### src/rtl/scan_pkg.sv
package scan_pkg;
  localparam int unsigned CONTACTS = 4;

  typedef enum logic [2:0] {
    PH_IDLE,
    PH_TEST,
    PH_IN,
    PH_LOGIC,
    PH_OUT,
    PH_WAIT,
    PH_FAULT
  } phase_e;
endpackage

### src/rtl/scan_prog_mem.sv
module scan_prog_mem #(
  parameter int unsigned DEPTH = 16,
  parameter int unsigned WIDTH = 27,
  localparam int unsigned AW = (DEPTH > 1) ? $clog2(DEPTH) : 1
) (
  input  logic             clk_i,
  input  logic             rst_ni,
  input  logic             we_i,
  input  logic [AW-1:0]    waddr_i,
  input  logic [WIDTH-1:0] wdata_i,
  input  logic [AW-1:0]    raddr_i,
  output logic [WIDTH-1:0] rdata_o
);
  logic [WIDTH-1:0] mem_q [DEPTH];

  always_ff @(posedge clk_i or negedge rst_ni) begin
    if (!rst_ni) begin
      for (int i = 0; i < int'(DEPTH); i++) mem_q[i] <= '0;
    end else if (we_i) begin
      mem_q[waddr_i] <= wdata_i;
    end
  end

  assign rdata_o = mem_q[raddr_i];
endmodule

### src/rtl/scan_rung_eval.sv
module scan_rung_eval
  import scan_pkg::*;
#(
  parameter int unsigned N_IO  = 8,
  parameter int unsigned IDX_W = 3,
  localparam int unsigned CW     = IDX_W + 3,
  localparam int unsigned WORD_W = IDX_W + CONTACTS * CW,
  localparam int unsigned SPAN   = 1 << IDX_W
) (
  input  logic [WORD_W-1:0] word_i,
  input  logic [N_IO-1:0]   in_img_i,
  input  logic [N_IO-1:0]   out_img_i,
  output logic [IDX_W-1:0]  dst_o,
  output logic              res_o
);
  logic [SPAN-1:0]     in_pad, out_pad;
  logic [CONTACTS-1:0] term;

  assign in_pad  = SPAN'(in_img_i);
  assign out_pad = SPAN'(out_img_i);

  for (genvar c = 0; c < CONTACTS; c++) begin : g_contact
    logic [CW-1:0]    ct;
    logic [IDX_W-1:0] idx;
    logic             bit_v;
    assign ct    = word_i[c*CW +: CW];
    assign idx   = ct[IDX_W-1:0];
    assign bit_v = ct[IDX_W+1] ? out_pad[idx] : in_pad[idx];
    // disabled contact passes as closed
    assign term[c] = !ct[IDX_W+2] || (bit_v ^ ct[IDX_W]);
  end

  assign res_o = &term;
  assign dst_o = word_i[WORD_W-1 -: IDX_W];
endmodule

### src/rtl/scan_wdt.sv
module scan_wdt #(
  parameter int unsigned LIMIT = 256,
  localparam int unsigned CNT_W = $clog2(LIMIT + 1)
) (
  input  logic clk_i,
  input  logic rst_ni,
  input  logic clear_i,
  output logic expired_o
);
  logic [CNT_W-1:0] cnt_q;

  always_ff @(posedge clk_i or negedge rst_ni) begin
    if (!rst_ni)                    cnt_q <= '0;
    else if (clear_i)               cnt_q <= '0;
    else if (cnt_q != CNT_W'(LIMIT)) cnt_q <= cnt_q + CNT_W'(1);
  end

  assign expired_o = (cnt_q == CNT_W'(LIMIT));
endmodule

### src/rtl/scan_period_timer.sv
module scan_period_timer #(
  parameter int unsigned PERIOD_W = 16
) (
  input  logic                clk_i,
  input  logic                rst_ni,
  input  logic                restart_i,
  input  logic [PERIOD_W-1:0] period_i,
  output logic                elapsed_o
);
  logic [PERIOD_W-1:0] cnt_q;

  // restart loads 1 so the count equals cycles since the scan began
  always_ff @(posedge clk_i or negedge rst_ni) begin
    if (!rst_ni)            cnt_q <= '0;
    else if (restart_i)     cnt_q <= PERIOD_W'(1);
    else if (cnt_q != '1)   cnt_q <= cnt_q + PERIOD_W'(1);
  end

  assign elapsed_o = ({1'b0, cnt_q} + (PERIOD_W+1)'(1)) >= {1'b0, period_i};
endmodule

### src/rtl/scan_ctrl.sv
module scan_ctrl
  import scan_pkg::*;
#(
  parameter int unsigned N_IO       = 8,
  parameter int unsigned PROG_DEPTH = 16,
  parameter int unsigned WDT_LIMIT  = 256,
  parameter int unsigned PERIOD_W   = 16,
  localparam int unsigned IDX_W  = (N_IO > 1) ? $clog2(N_IO) : 1,
  localparam int unsigned CW     = IDX_W + 3,
  localparam int unsigned WORD_W = IDX_W + CONTACTS * CW,
  localparam int unsigned AW     = (PROG_DEPTH > 1) ? $clog2(PROG_DEPTH) : 1
) (
  input  logic                clk_i,
  input  logic                rst_ni,
  input  logic                run_i,
  input  logic [PERIOD_W-1:0] period_i,
  input  logic [N_IO-1:0]     in_i,
  input  logic                prog_we_i,
  input  logic [AW-1:0]       prog_addr_i,
  input  logic [WORD_W-1:0]   prog_data_i,
  output logic [N_IO-1:0]     out_o,
  output logic                running_o,
  output logic                fault_o
);
  localparam int unsigned SPAN = 1 << IDX_W;

  phase_e            state_q;
  logic [N_IO-1:0]   in_img_q, out_img_q, out_q;
  logic [AW-1:0]     pc_q;
  logic [WORD_W-1:0] rung_word;
  logic [IDX_W-1:0]  dst;
  logic              res, dst_ok, wdt_expired, period_done;

  scan_prog_mem #(.DEPTH(PROG_DEPTH), .WIDTH(WORD_W)) i_mem (
    .clk_i, .rst_ni,
    .we_i    (prog_we_i && !run_i),
    .waddr_i (prog_addr_i),
    .wdata_i (prog_data_i),
    .raddr_i (pc_q),
    .rdata_o (rung_word)
  );

  scan_rung_eval #(.N_IO(N_IO), .IDX_W(IDX_W)) i_eval (
    .word_i    (rung_word),
    .in_img_i  (in_img_q),
    .out_img_i (out_img_q),
    .dst_o     (dst),
    .res_o     (res)
  );

  scan_wdt #(.LIMIT(WDT_LIMIT)) i_wdt (
    .clk_i, .rst_ni,
    .clear_i   (state_q == PH_TEST || state_q == PH_IDLE),
    .expired_o (wdt_expired)
  );

  scan_period_timer #(.PERIOD_W(PERIOD_W)) i_period (
    .clk_i, .rst_ni,
    .restart_i (state_q == PH_TEST),
    .period_i,
    .elapsed_o (period_done)
  );

  if (N_IO == SPAN) begin : g_dst_full
    assign dst_ok = 1'b1;
  end else begin : g_dst_part
    assign dst_ok = ({1'b0, dst} < (IDX_W+1)'(N_IO));
  end

  always_ff @(posedge clk_i or negedge rst_ni) begin
    if (!rst_ni) begin
      state_q   <= PH_IDLE;
      in_img_q  <= '0;
      out_img_q <= '0;
      out_q     <= '0;
      pc_q      <= '0;
    end else if (state_q == PH_FAULT) begin
      out_q <= '0;
    end else if (wdt_expired) begin
      state_q <= PH_FAULT;
      out_q   <= '0;
    end else if (!run_i) begin
      state_q   <= PH_IDLE;
      out_q     <= '0;
      out_img_q <= '0;
    end else begin
      unique case (state_q)
        PH_IDLE: state_q <= PH_TEST;
        PH_TEST: state_q <= PH_IN;
        PH_IN: begin
          in_img_q <= in_i;
          pc_q     <= '0;
          state_q  <= PH_LOGIC;
        end
        PH_LOGIC: begin
          if (rung_word == '0) begin
            state_q <= PH_OUT;
          end else begin
            if (dst_ok) out_img_q[dst] <= res;
            if (pc_q == AW'(PROG_DEPTH - 1)) state_q <= PH_OUT;
            else                              pc_q    <= pc_q + AW'(1);
          end
        end
        PH_OUT: begin
          out_q   <= out_img_q;
          state_q <= PH_WAIT;
        end
        PH_WAIT: if (period_done) state_q <= PH_TEST;
        default: state_q <= PH_IDLE;
      endcase
    end
  end

  assign out_o     = out_q;
  assign running_o = (state_q != PH_IDLE) && (state_q != PH_FAULT);
  assign fault_o   = (state_q == PH_FAULT);
endmodule

### config.mk
export PLATFORM = sky130hd
export DESIGN_NAME = scan_ctrl
export DESIGN_NICKNAME = d
export VERILOG_FILES = /design/src/rtl/scan_pkg.sv /design/src/rtl/scan_prog_mem.sv /design/src/rtl/scan_rung_eval.sv /design/src/rtl/scan_wdt.sv /design/src/rtl/scan_period_timer.sv /design/src/rtl/scan_ctrl.sv
export SDC_FILE = /design/constraint.sdc
export NUM_CORES = 1
export LEC_CHECK = 0
export ABC_AREA = 0
export BUFFER_PORTS_ARGS = -buffer_cell sky130_fd_sc_hd__buf_4
export CAP_MARGIN = 30
export CORE_ASPECT_RATIO = 1.1
export CORE_MARGIN = 2
export CORE_UTILIZATION = 45
export DETAILED_ROUTE_END_ITERATION = 12
export GPL_TIMING_DRIVEN = 0
export SETUP_SLACK_MARGIN = 0.4
export SYNTH_ARGS = -nofsm -noshare
export SYNTH_HDL_FRONTEND = slang
export SYNTH_SLANG_ARGS = --single-unit
export TNS_END_PERCENT = 5
### constraint.sdc
create_clock -name clk_i -period 9.3 [get_ports clk_i]
set_input_delay 0.93 -clock clk_i [delete_from_list [all_inputs] [get_ports clk_i]]
set_output_delay 0.93 -clock clk_i [all_outputs]
set_load 0.03 [all_outputs]
==> results.ini <==
[yosys]
synth_commonest_cells=488 x sky130_fd_sc_hd__dfrtp_1, 455 x sky130_fd_sc_hd__mux2_2, 108 x sky130_fd_sc_hd__mux4_2, 79 x sky130_fd_sc_hd__clkbuf_1, 74 x sky130_fd_sc_hd__mux2i_1
synth_top_area_share=0.5054
synth_area_per_cell_sq_um=14.27
ys_async_rst_share=1.000
synth.lib_cells_used.distinct=66
yosysMostFrequentCell=sky130_fd_sc_hd__dfrtp_1
netlist_top_cells_area=sky130_fd_sc_hd__dfrtp_1 51%, sky130_fd_sc_hd__mux2_2 21%, sky130_fd_sc_hd__mux4_2 10%
synth.cell_area_sq_um=24160
ys.flop_type=sky130_fd_sc_hd__dfrtp_1
netlist_instances=1693
yosys_warnings=0
yosysSeqAreaShare=0.5054
postSynthNetCount=1772
yosys.area.top_type=sky130_fd_sc_hd__dfrtp_1
synth-seq-cells=488
number_of_enable_flip_flop_cells_after_synthesis=0

[timing]
post_route_fraction_of_the_period_consumed_by_the_critical_path=0.5153
clock_skew_ns=0.01401
max_slew_margin=0.3018
period_minus_slack_ns=4.792
fmax_ghz=0.2087
finalSetupViolations=0
maxSlewViolCount=0
fin_setup_tns_ns=0
postLayoutSetupSlackWorst_ns=4.508
rsz0062_at_grt=no
timing.final.hold_violations=0
timing_worst_slew_pin_value_ns=1.047

[pwr]
max-vdd-ir-drop_v=0.0001467
p_per_cell_area_nw_per_um2=208.9
total_leakage_power_nw=12.17

[global_routing]
grt_util_all_layers=0.2611
grt_start_max_net_pins=122
grt_first_pass_wirelength_mm=105.7
grt_util_met3=0.05181
grt.met2_usage=0.4326
globalRoute.totalOverflow=0
antenna_found_initial=4
via_count_of_the_first_global_routing_pass=16020
met1_usage=0.3415
grt_most_used_layer=met2

[clock_tree]
clkSinkCount=488
cts_setup_buffers=0
clock_tree.htree_level_count=2
root_buffer=sky130_fd_sc_hd__clkbuf_16
cts.reportedPaths.clkPinSlew_ns=0.06
worstSkewPairLatency_ns=0.61
cts_buffer_depth=3
cts_tree=done
tritoncts.num_buffers=53
cts_hold_buf=0
cts_resized=0

[placed_design]
port_buffers=67
dp_slack_ns=4.538
place.gp.congestion=0.8576
place_hpwl_mm=48.79

[final_layout]
layout.nets=1912
syn2layout_area_growth_pct=14.26
final_layout_size_suffix_gt1_frac=0.4182
diodes=0
layout.filler_cells=4488

[floorplan]
floorplan.core_area_sq_um=53340
boundaryPins=69
row_count=89
initial_core_util=0.4530
die-height_microns=247.0
die-area_sq_um=55570
die_x_microns=224.9

[critical_path]
worstSetupPathType=flop to flop
critical_path.max_fanout=10
endpoint_kind=flop
worst-endpoint-arrival_ns=5.31
worst-endpoint-required_ns=9.82
worst_setup_path_start_kind=flop
worstRegToRegCells=13

[detailed_routing]
firstDrtPassIters=5
final_antenna_net_count=0
initial_drc_count=1230
drc=0
postRouteWirelength_mm=70.15
viasPerCell=6.013
route.vias.total=15390
wire_per_inst_microns=27.41

[job]
cap_violations=0

[outcome]
status=completed

[hold_path]
hold_class=input pin to async pin

[routing by layer]
layer / part of all wire / vias to the layer above
met2: 0.49 / 474
li1: - / 6607
met5: 0.00056 / -
met4: 0.037 / 6
met1: 0.41 / 8146
met3: 0.062 / 153
[worst paths after layout]
kind	from	end	slack [ns]
min reg2reg	i_mem.mem_q[351]$_DFFE_PN0P_	i_mem.mem_q[351]$_DFFE_PN0P_	0.50
max in group asynchronous	rst_ni	i_mem.mem_q[312]$_DFFE_PN0P_	7.50
min in group clk_i	i_mem.mem_q[351]$_DFFE_PN0P_	i_mem.mem_q[351]$_DFFE_PN0P_	0.50
min	rst_ni	i_period.cnt_q[9]$_DFFE_PN0P_	0.22
max	pc_q[2]$_DFFE_PN0P_	out_img_q[3]$_DFFE_PN0P_	4.51
max reg2reg	pc_q[2]$_DFFE_PN0P_	out_img_q[3]$_DFFE_PN0P_	4.51
[sequential cells by signal (all words and copies together) (netlist names)]
signal          count
out_img_q           8
i_mem.mem_q       432
i_wdt.cnt_q         9
in_img_q            8
i_period.cnt_q     16
out_o               8
state_q             3
pc_q                4
[layout by cell type (no fill, tap or decap), drive strengths merged, types with 15 or more instances in the layout]
master,count
nand2,43
xor2,15
mux2,457
xnor2,15
nor4,17
nor2,52
nand3,26
nor3,23
clkbuf,158
mux4,120
a21oi,25
o21ai,33
mux2i,74
ha,20
buf,126
dfrtp,488
inv,40
[metrics by stage]
step                std cells    util  hold slack [ns]  total power, mW  area (sq um)
floorplan                1693       -           0.4704            3.293         24160
global placement         2442  0.4785           0.4793            3.555         25520
detailed placement       2459  0.4838           0.4849            3.616         25810
CTS                      2558  0.5173           0.2280            5.801         27600
global route             2559  0.5176           0.2521            6.009         27610
finish                   2559  0.5176           0.2248            5.767         27610
[worst max-delay path, stage by stage, from the launching register on]
cell and delay [ns]:
sky130_fd_sc_hd__dfrtp_1 0.31, sky130_fd_sc_hd__buf_2 0.27, sky130_fd_sc_hd__buf_4 0.37, sky130_fd_sc_hd__buf_2 0.46
sky130_fd_sc_hd__buf_2 0.48, sky130_fd_sc_hd__buf_2 0.50, sky130_fd_sc_hd__mux2i_1 0.67, sky130_fd_sc_hd__o211ai_1 0.19
sky130_fd_sc_hd__a211o_1 0.39, sky130_fd_sc_hd__nor4_4 0.43, sky130_fd_sc_hd__nand4b_1 0.22, sky130_fd_sc_hd__or2_2 0.18
sky130_fd_sc_hd__o211ai_1 0.10, sky130_fd_sc_hd__o21ai_1 0.10
[report_power, final]
part	switching (mW)	total (mW)	internal [mW]
logic	0.393	0.904	0.511
clock network	0.887	2.18	1.29
registers	0.192	2.68	2.49
total	1.47	5.77	4.29
[cell type report]
type / instances / area [sq um] / area share
Inverter: 38 / 142.6 / 0.005166
Multi-Input combinational cell: 1047 / 11180 / 0.4049
Sequential cell: 488 / 12210 / 0.4423
Timing Repair Buffer: 85 / 797.0 / 0.02887
Clock inverter: 20 / 232.7 / 0.008429
Tap cell: 682 / 853.3 / 0.03091
Clock buffer: 79 / 1556 / 0.05637
Buffer: 120 / 636.9 / 0.02307
[logic make-up (layout without fill, tap and decap cells)]
family	after synthesis	count (layout)	share of synthesized area
mux	651	651	0.3573
flops	488	488	0.5054
simple gates	229	229	0.05116
buf+inv	158	342	0.03226
compound gates	117	117	0.03267
xor+xnor	30	30	0.01087
fa+ha+maj	20	20	0.01036
Note: power is estimated with default switching activity, not from simulation.
